File: config.mk
export PLATFORM = sky130hd
export DESIGN_NAME = bus_lane_seq
export DESIGN_NICKNAME = d
export VERILOG_FILES = /design/src/rtl/bls_pkg.sv /design/src/rtl/bls_ctrl.sv /design/src/rtl/bls_wr_steer.sv /design/src/rtl/bls_rd_gather.sv /design/src/rtl/bus_lane_seq.sv
export SDC_FILE = /design/constraint.sdc
export NUM_CORES = 1
export LEC_CHECK = 0
export CAP_MARGIN = 20
export CORE_ASPECT_RATIO = 1.5
export CORE_MARGIN = 10
export CORE_UTILIZATION = 52
export CTS_CLUSTER_SIZE = 20
export DETAILED_ROUTE_END_ITERATION = 8
export GPL_ROUTABILITY_DRIVEN = 0
export PLACE_DENSITY = 0.91
export SLEW_MARGIN = 20
export SYNTH_ARGS = -nofsm -noshare
export SYNTH_HDL_FRONTEND = slang
export SYNTH_SLANG_ARGS = --single-unit
File: constraint.sdc
create_clock -name clk -period 8.49 [get_ports clk]
set_clock_uncertainty 0.2 [all_clocks]
set_input_delay 2.1225 -clock clk [delete_from_list [all_inputs] [get_ports clk]]
set_output_delay 2.1225 -clock clk [all_outputs]
set_load 0.005 [all_outputs]
File: src/rtl/bls_pkg.sv
package bls_pkg;

    localparam int LANES  = 2;
    localparam int LANE_W = 8;

    typedef enum logic [1:0] {
        SZ_BYTE     = 2'b00,
        SZ_HALF     = 2'b01,
        SZ_WORD     = 2'b10,
        SZ_WORD_ALT = 2'b11
    } size_e;

    // One bus cycle: which lanes are enabled and how many bytes it moves
    typedef struct packed {
        logic [LANES-1:0] en;
        logic [1:0]       nbytes;
    } lane_plan_t;

    function automatic int unsigned size_to_bytes(input logic [1:0] code);
        case (size_e'(code))
            SZ_BYTE: return 1;
            SZ_HALF: return 2;
            default: return 4;
        endcase
    endfunction

    // An odd address always takes the high lane alone; an even address
    // takes both lanes when at least two bytes remain.
    function automatic lane_plan_t plan_cycle(input logic odd, input int unsigned remaining);
        lane_plan_t p;
        p = '0;
        if (odd) begin
            p.en     = 2'b10;
            p.nbytes = 2'd1;
        end else if (remaining >= 2) begin
            p.en     = 2'b11;
            p.nbytes = 2'd2;
        end else begin
            p.en     = 2'b01;
            p.nbytes = 2'd1;
        end
        return p;
    endfunction

endpackage

File: src/rtl/bls_ctrl.sv
module bls_ctrl
    import bls_pkg::*;
#(
    parameter int ADDR_W    = 24,
    parameter int MAX_BYTES = 4,
    localparam int CNT_W    = $clog2(MAX_BYTES + 1)
) (
    input  logic              clk,
    input  logic              rst,
    input  logic              req_valid,
    input  logic [ADDR_W-1:0] req_addr,
    input  logic [1:0]        req_size,
    input  logic              bus_ack,
    output logic              active,
    output logic              done,
    output logic              start,
    output logic              capture,
    output logic [ADDR_W-1:0] cur_addr,
    output logic [CNT_W-1:0]  idx,
    output lane_plan_t        plan
);

    logic [CNT_W-1:0] remaining;
    logic [CNT_W-1:0] req_bytes;
    logic [CNT_W-1:0] step;

    always_comb begin
        int unsigned b;
        b = size_to_bytes(req_size);
        if (b > MAX_BYTES) b = MAX_BYTES;
        req_bytes = CNT_W'(b);
    end

    always_comb begin
        plan = plan_cycle(cur_addr[0], 32'(remaining));
        step = CNT_W'(plan.nbytes);
    end

    assign start   = req_valid && !active;
    assign capture = active && bus_ack;

    always_ff @(posedge clk) begin
        if (rst) begin
            active    <= 1'b0;
            done      <= 1'b0;
            cur_addr  <= '0;
            remaining <= '0;
            idx       <= '0;
        end else begin
            done <= 1'b0;
            if (start) begin
                active    <= 1'b1;
                cur_addr  <= req_addr;
                remaining <= req_bytes;
                idx       <= '0;
            end else if (capture) begin
                cur_addr  <= cur_addr + ADDR_W'(plan.nbytes);
                remaining <= remaining - step;
                idx       <= idx + step;
                if (remaining == step) begin
                    active <= 1'b0;
                    done   <= 1'b1;
                end
            end
        end
    end

endmodule

File: src/rtl/bls_wr_steer.sv
module bls_wr_steer
    import bls_pkg::*;
#(
    parameter int MAX_BYTES = 4,
    parameter int PW        = 4,
    localparam int DATA_W   = 8 * MAX_BYTES,
    localparam int BUS_W    = LANES * LANE_W
) (
    input  logic [DATA_W-1:0]         wdata,
    input  logic [LANES-1:0][PW-1:0]  lane_pos,
    input  logic [LANES-1:0]          lane_hit,
    output logic [BUS_W-1:0]          lane_data
);

    for (genvar l = 0; l < LANES; l++) begin : g_lane
        logic [LANE_W-1:0] sel;
        always_comb begin
            sel = '0;
            for (int b = 0; b < MAX_BYTES; b++) begin
                if (lane_hit[l] && lane_pos[l] == PW'(b))
                    sel = wdata[8*b +: 8];
            end
        end
        assign lane_data[LANE_W*l +: LANE_W] = sel;
    end

endmodule

File: src/rtl/bls_rd_gather.sv
module bls_rd_gather
    import bls_pkg::*;
#(
    parameter int MAX_BYTES = 4,
    parameter int PW        = 4,
    localparam int DATA_W   = 8 * MAX_BYTES,
    localparam int BUS_W    = LANES * LANE_W
) (
    input  logic                      clk,
    input  logic                      rst,
    input  logic                      clear,
    input  logic                      capture,
    input  logic [LANES-1:0][PW-1:0]  lane_pos,
    input  logic [LANES-1:0]          lane_hit,
    input  logic [BUS_W-1:0]          lane_in,
    output logic [DATA_W-1:0]         result
);

    for (genvar b = 0; b < MAX_BYTES; b++) begin : g_byte
        logic [7:0] byte_q;
        always_ff @(posedge clk) begin
            if (rst || clear) begin
                byte_q <= '0;
            end else if (capture) begin
                for (int l = 0; l < LANES; l++) begin
                    if (lane_hit[l] && lane_pos[l] == PW'(b))
                        byte_q <= lane_in[LANE_W*l +: LANE_W];
                end
            end
        end
        assign result[8*b +: 8] = byte_q;
    end

endmodule

File: src/rtl/bus_lane_seq.sv
module bus_lane_seq
    import bls_pkg::*;
#(
    parameter int ADDR_W    = 24,
    parameter int MAX_BYTES = 4,
    localparam int DATA_W   = 8 * MAX_BYTES,
    localparam int BUS_W    = LANES * LANE_W
) (
    input  logic              clk,
    input  logic              rst,
    input  logic              req_valid,
    input  logic [ADDR_W-1:0] req_addr,
    input  logic [1:0]        req_size,
    input  logic              req_write,
    input  logic [DATA_W-1:0] req_wdata,
    output logic              busy,
    output logic              done,
    output logic [DATA_W-1:0] rdata,
    output logic              bus_cyc,
    output logic              bus_we,
    output logic [ADDR_W-2:0] bus_waddr,
    output logic              bus_ble_n,
    output logic              bus_bhe_n,
    output logic [BUS_W-1:0]  bus_wdata,
    input  logic [BUS_W-1:0]  bus_rdata,
    input  logic              bus_ack
);

    localparam int CNT_W = $clog2(MAX_BYTES + 1);
    localparam int PW    = CNT_W + 1;

    logic              active;
    logic              start;
    logic              capture;
    logic [ADDR_W-1:0] cur_addr;
    logic [CNT_W-1:0]  idx;
    lane_plan_t        plan;
    logic              we_q;
    logic [DATA_W-1:0] wdata_q;
    logic [LANES-1:0][PW-1:0] lane_pos;
    logic [LANES-1:0]  lane_hit;
    logic [BUS_W-1:0]  steer_data;

    bls_ctrl #(.ADDR_W(ADDR_W), .MAX_BYTES(MAX_BYTES)) u_ctrl (
        .clk      (clk),
        .rst      (rst),
        .req_valid(req_valid),
        .req_addr (req_addr),
        .req_size (req_size),
        .bus_ack  (bus_ack),
        .active   (active),
        .done     (done),
        .start    (start),
        .capture  (capture),
        .cur_addr (cur_addr),
        .idx      (idx),
        .plan     (plan)
    );

    // Value byte index carried by each lane in the current cycle
    always_comb begin
        for (int l = 0; l < LANES; l++) begin
            lane_pos[l] = PW'(idx) + PW'(l) - PW'(cur_addr[0]);
            lane_hit[l] = active && plan.en[l] && (lane_pos[l] < PW'(MAX_BYTES));
        end
    end

    always_ff @(posedge clk) begin
        if (rst) begin
            we_q    <= 1'b0;
            wdata_q <= '0;
        end else if (start) begin
            we_q    <= req_write;
            wdata_q <= req_wdata;
        end
    end

    bls_wr_steer #(.MAX_BYTES(MAX_BYTES), .PW(PW)) u_steer (
        .wdata    (wdata_q),
        .lane_pos (lane_pos),
        .lane_hit (lane_hit),
        .lane_data(steer_data)
    );

    bls_rd_gather #(.MAX_BYTES(MAX_BYTES), .PW(PW)) u_gather (
        .clk     (clk),
        .rst     (rst),
        .clear   (start),
        .capture (capture && !we_q),
        .lane_pos(lane_pos),
        .lane_hit(lane_hit),
        .lane_in (bus_rdata),
        .result  (rdata)
    );

    assign busy      = active;
    assign bus_cyc   = active;
    assign bus_we    = we_q;
    assign bus_waddr = cur_addr[ADDR_W-1:1];
    assign bus_ble_n = !(active && plan.en[0]);
    assign bus_bhe_n = !(active && plan.en[1]);
    assign bus_wdata = (active && we_q) ? steer_data : '0;

endmodule

* Word level (Yosys, flattened, before mapping)
Index checks and enable logic that the tools add are counted.
** Storage, ports and cells
- Word-level logic and storage cells :: 96
- Flip-flop bits (word level) :: 97
** Cells by class
- Reduce and logical (&&, ||, !) cells :: 37
- Magnitude comparators :: 4
- Eq/ne operators :: 8
- Bitwise gates (word level) :: 1
- Mux-type cells :: 29
- Add/sub/neg operators :: 6
** Operators by type and width (count)
- two-way mux 8 bit :: 16
- two-way mux 24 bit :: 2
- adder 24 x 2 -> 24 bit :: 1
- == test 4 x 2 -> 1 bit, second input constant :: 4
- logical AND 1 bit :: 16
- two-way mux 16 bit :: 1
- nonzero test 2 bit :: 6
- AND reduction 2 bit :: 5
- two-way mux 3 bit :: 3
- == test 4 x 1 -> 1 bit, second input constant :: 2
- zero test 4 bit :: 2
- less-than comparator 4 x 3 -> 1 bit, second input constant :: 2
- two-way mux 4 bit :: 2
- one-hot mux 3 bit (2 select lines) :: 1
- adder 3 x 1 -> 4 bit, second input constant :: 1
- zero test 1 bit :: 4
- two-way mux 1 bit :: 4
- subtractor 3 x 1 -> 4 bit :: 1
- subtractor 4 x 1 -> 4 bit :: 1
- adder 3 x 2 -> 3 bit :: 1
- == test 3 x 2 -> 1 bit :: 1
- >= comparator 3 x 2 -> 1 bit, second input constant :: 1
- greater-than comparator 3 bit, second input constant :: 1
- OR reduction 3 bit :: 1
- other kinds (6) :: 6

* Depth between registers and ports, before layout
- Word-level depth :: 11
- Gate-level depth with buffers :: 10
- Gate-level depth less buffers :: 8

* By module
From an unflattened synthesis, not the netlist that was laid out.
** Unflattened totals
- Cells, all modules :: 642
- Area, all modules :: 5569.1 µm²
** Modules (own cells, without submodules)
- bls_rd_gather :: instances 1, seq. area each 640.6 µm², cells an instance 210, area each 1810.5 µm²
- bls_ctrl :: instances 1, seq. area each 640.6 µm², cells an instance 224, area each 1781.7 µm²
- bus_lane_seq :: instances 1, seq. area each 660.6 µm², cells an instance 148, area each 1476.4 µm²
- bls_wr_steer :: instances 1, seq. area each 0.0 µm², cells an instance 60, area each 500.5 µm²

* Worst setup path before layout
OpenSTA, ideal clock, no wires.
- Path type :: register to output
- Start point :: register u_ctrl.cur_addr[0]
- End point :: output bus_wdata[10]
- Arrival :: 2085 ps
- Cell stages (with the launch flop) :: 10
- Path slack :: 4082 ps
- Path buffers :: 2
- Cell sequence :: dfxtp_1 -> inv_1 -> ha_1 -> ha_1 -> buf_2 -> and4bb_2 -> nand3_2 -> buf_2 -> nor2_1 -> nor3_1
** On the way
- Word-level cells in the longest chain between the ends :: 9
** Ends and longest elaborated chain
- from (decl) :: line bls_ctrl.sv:18 : output logic [ADDR_W-1:0] cur_addr,
- from (signal assigned) :: line bls_ctrl.sv:53 : cur_addr <= req_addr;
- from (signal assigned) :: line bls_ctrl.sv:57 : cur_addr <= cur_addr + ADDR_W'(plan.nbytes);
- subtractor 4 x 1 -> 4 bit / two-way mux 4 bit (equally long branches) :: line bus_lane_seq.sv:63, bls_pkg.sv:32
- less-than comparator 4 x 3 -> 1 bit / logical AND 1 bit (equally long branches) :: line bus_lane_seq.sv:64 : lane_hit[l] = active && plan.en[l] && (lane_pos[l] < PW'(MAX_BYTES));
- logical AND 1 bit :: line bus_lane_seq.sv:64
- logical AND 1 bit :: line bls_wr_steer.sv:20 : if (lane_hit[l] && lane_pos[l] == PW'(b))
- two-way mux 8 bit (3 in a row) :: line bls_wr_steer.sv:20
- two-way mux 8 bit * :: line bls_wr_steer.sv:20
- two-way mux 16 bit * :: line bus_lane_seq.sv:102 : assign bus_wdata = (active && we_q) ? steer_data : '0;
- to (decl) :: line bus_lane_seq.sv:24 : output logic [BUS_W-1:0] bus_wdata,
Every way passes the cells marked *; elsewhere a longest branch is shown, timed or not.

* Worst setup path after layout
- Start point :: register u_ctrl.cur_addr[0]
- End point :: output bus_wdata[12]
Same word-level chain as after synthesis.

==> impl_results.md <==
* Outcome: complete, no violations
* Vias at 5184
* Synth area leader: dfxtp_1
* Share of the synthesized area in the top cell type at 36.7%
* Design area at 6960 sq um
* Die Wd at 102 um
* Total Die Area at 14700 sq um
* PortBufs at 155
* CP peak stage delay at 0.58 ns
* Critical Path End Type: output port
* Startpoint Class: flip-flop
* Capture point of the critical path: bus_wdata[12]
* Cts bufs inserted at 9
* Vias/cell at 6.13
* Crit path buffers/inverters at 2
* Crit-path leading delay family: simple AND/OR/NAND/NOR gates
* Max Freq at 174 MHz
* Number of synthesized flops with an enable pin at 0
* Largest net degree at the start of global routing at 58
* Starting density of the core at 52.8%
* CTS tree: done
* Stages on worst setup path at 8
* Total global routing overflow at 0
* Clock-pin slew on the worst setup and hold paths at 0.06 ns
* First-pass GRT wire length at 26.3 mm
* Number of cells produced by synthesis at 619
* Yosys cell types at 68
* Die height at 144 um
* Syn-to-layout area delta at 31.5%
* Cell repeated most along the worst path: ha_1
* Critical Path Fanout Max at 16
* Arrival @ worst endpoint at 3.43 ns
* # Max-Cap Violations at 0
* Crit Path Class: flip-flop to output port
* Ranking of synthesized cells by area: dfxtp_1 37%, nand2_1 7.1%, a21oi_1 6.7%, mux2i_1 5.1%, buf_4 4.1%
* Antenna Cells at 0
* Share of layout cells above drive strength 1 at 8.64%
* Slew Limit Fails at 0
* R2R setup slack at 5.36 ns
* Most common cell in the netlist: nand2_1
* Pwr per Cell Area at 168 nW/um^2
* FF/Latch Area at 1940 sq um
* WL/cell at 20.2 um
* Slew headroom at 29.5%
* CP max stage cell: dfxtp_1
* # resized after CTS at 0
* Placed cell area at 6620 sq um
* Max H-tree Level at 3
* Multi-input gate area at 2940 sq um
* Nets@finish at 811
* Mapped Nets at 706
* Postcts setup bufs at 0
* Reg2Reg Launch Point: u_ctrl.cur_addr[0]
* DRC Markers at 0
* Crit path time final at 5.75 ns
* Hold WC Path Type: flip-flop to flip-flop
* Setup Viol. Count Final at 0
* Initial antenna violation count at 0
* # IOs at 156
* Vias in the first global route at 5238
* Hpwl dp at 12.3 mm
* CTS Hold Buffers Added at 0
* DR pass1 iterations at 7
* Antenna Nets Post-Route at 0
* Syn_area_per_cell at 8.54 sq um
* RR Endpoint: u_gather.g_byte[1].byte_q[0]
* Clk buf depth at 2
* Top FF cell, synth: dfxtp_1
* Yosys reg bits at 97
* Drt initial violations at 250
* Yosys warnings at 0
* Worst-margin pin slew at 1.06 ns
* Worst endpoint required time at 6.17 ns
* Post-synth top cells: 100 x nand2_1, 97 x dfxtp_1, 71 x a21oi_1
* Period utilisation layout at 67.7%
* Total clock sinks at 97
* Fin Setup TNS at 0 ns
* Drt total wl at 17.1 mm
* Post-synthesis sequential area ratio at 36.7%
* Clock root cell: clkbuf_16
* Row count at 45
* Worst R2R Path Depth at 8
* Peak supply drop at 132 uV
* Leakage at 2.64 nW
* Core area at 10000 sq um
* Worst-skew pair later-pin latency at 0.35 ns
* Final hold vios at 0
* Gr usage total at 22.6%
* CP startpoint: u_ctrl.cur_addr[0]
* RSZ-0062 raised after global routing: false
* Worst-path cell chain: inv_1 > ha_1 > ha_1 > and4bb_2 > nand3_2 > nor2_1 > nor3_1 > clkdlybuf4s50_1
* Mapped Area at 5290 sq um
* Async SR Flop Fraction at 0%
* Fillers at 737
==> cells in the final DEF (no fill, tap or decap), types with 7 or more instances in the layout <==
cell type / count
clkdlybuf4s50_1: 154
nand2_1: 100
dfxtp_1: 97
a21oi_1: 71
o21ai_0: 37
nor2_1: 34
mux2i_1: 27
nor3_1: 16
o22ai_1: 11
nand3_1: 10
a211oi_1: 10
inv_1: 9
nor2b_1: 9
clkbuf_16: 9
mux2_2: 8
mux4_2: 8
ha_1: 8
a21boi_0: 7
nand4_1: 7
==> per-stage QoR <==
stage / power, W / instances / hold slack, ns / utilization [%] / setup slack (ns)
floorplan: 0.000640 / 619 / 0.243 / - / 4.08
global placement: 0.000714 / 830 / 0.254 / 66.1 / 3.41
detailed placement: 0.000723 / 830 / 0.266 / 66.1 / 3.27
CTS: 0.00117 / 846 / 0.272 / 69.4 / 2.75
global route: 0.00121 / 846 / 0.311 / 69.4 / 2.62
finish: 0.00117 / 846 / 0.280 / 69.4 / 2.74
==> per-layer routing <==
| layer | global-route usage [%] | share of wire, % | wire [um] |
|---|---|---|---|
| met5 | 0 | 0 | 0 |
| met1 | 24.0 | 36 | 6190 |
| met4 | 10.9 | 3.1 | 527 |
| met3 | 6.78 | 9.6 | 1630 |
| met2 | 39.5 | 51 | 8700 |
==> power breakdown <==
part | switching [W] | total (W) | internal (W)
Combinational | 0.000106 | 0.000213 | 0.000107
Sequential | 0.0000276 | 0.000505 | 0.000477
Clock | 0.000184 | 0.000452 | 0.000268
Total | 0.000318 | 0.00117 | 0.000852
==> layout make-up <==
type | instances | area share [%]
timing repair buffer | 157 | 22.5
clock buffer | 10 | 3.44
multi-input combinational | 449 | 42.3
inverter | 10 | 0.540
sequential | 97 | 27.9
tap | 117 | 2.10
clock inverter | 6 | 1.26
==> registers in the layout, indices dropped and copies added (netlist names) <==
signal                  cells
u_ctrl.remaining            3
u_ctrl.cur_addr            24
u_ctrl.idx                  3
u_ctrl.done                 1
u_gather.g_byte.byte_q     32
wdata_q                    32
bus_we                      1
u_ctrl.active               1
==> kinds of logic (layout without fill, tap and decap cells) <==
group	Yosys count	count (layout)	synth area share, %
AO/OA/AOI/OAI	174	174	21.1
XOR/XNOR	8	8	1.32
adder cells (fa/ha/maj)	8	8	1.89
buffers and inverters	73	183	7.93
flip-flops	97	97	36.7
multiplexers	43	43	10.2
AND/OR/NAND/NOR	216	216	20.8
==> worst min-delay path, cell delays in order, from the launching register on <==
cell,delay [ns]
dfxtp_1,0.32
nand2_1,0.06
a21oi_1,0.06
==> worst min-delay path by stage <==
stage / to / cells after the start / from
after floorplan: wdata_q[10] / 2 / wdata_q[10]
after global placement: wdata_q[15] / 2 / wdata_q[15]
after detailed placement: wdata_q[7] / 2 / wdata_q[7]
after CTS: wdata_q[22] / 2 / wdata_q[22]
after global routing: wdata_q[20] / 2 / wdata_q[20]
final: wdata_q[22] / 2 / wdata_q[22]
(Power assumes the default switching activity.)
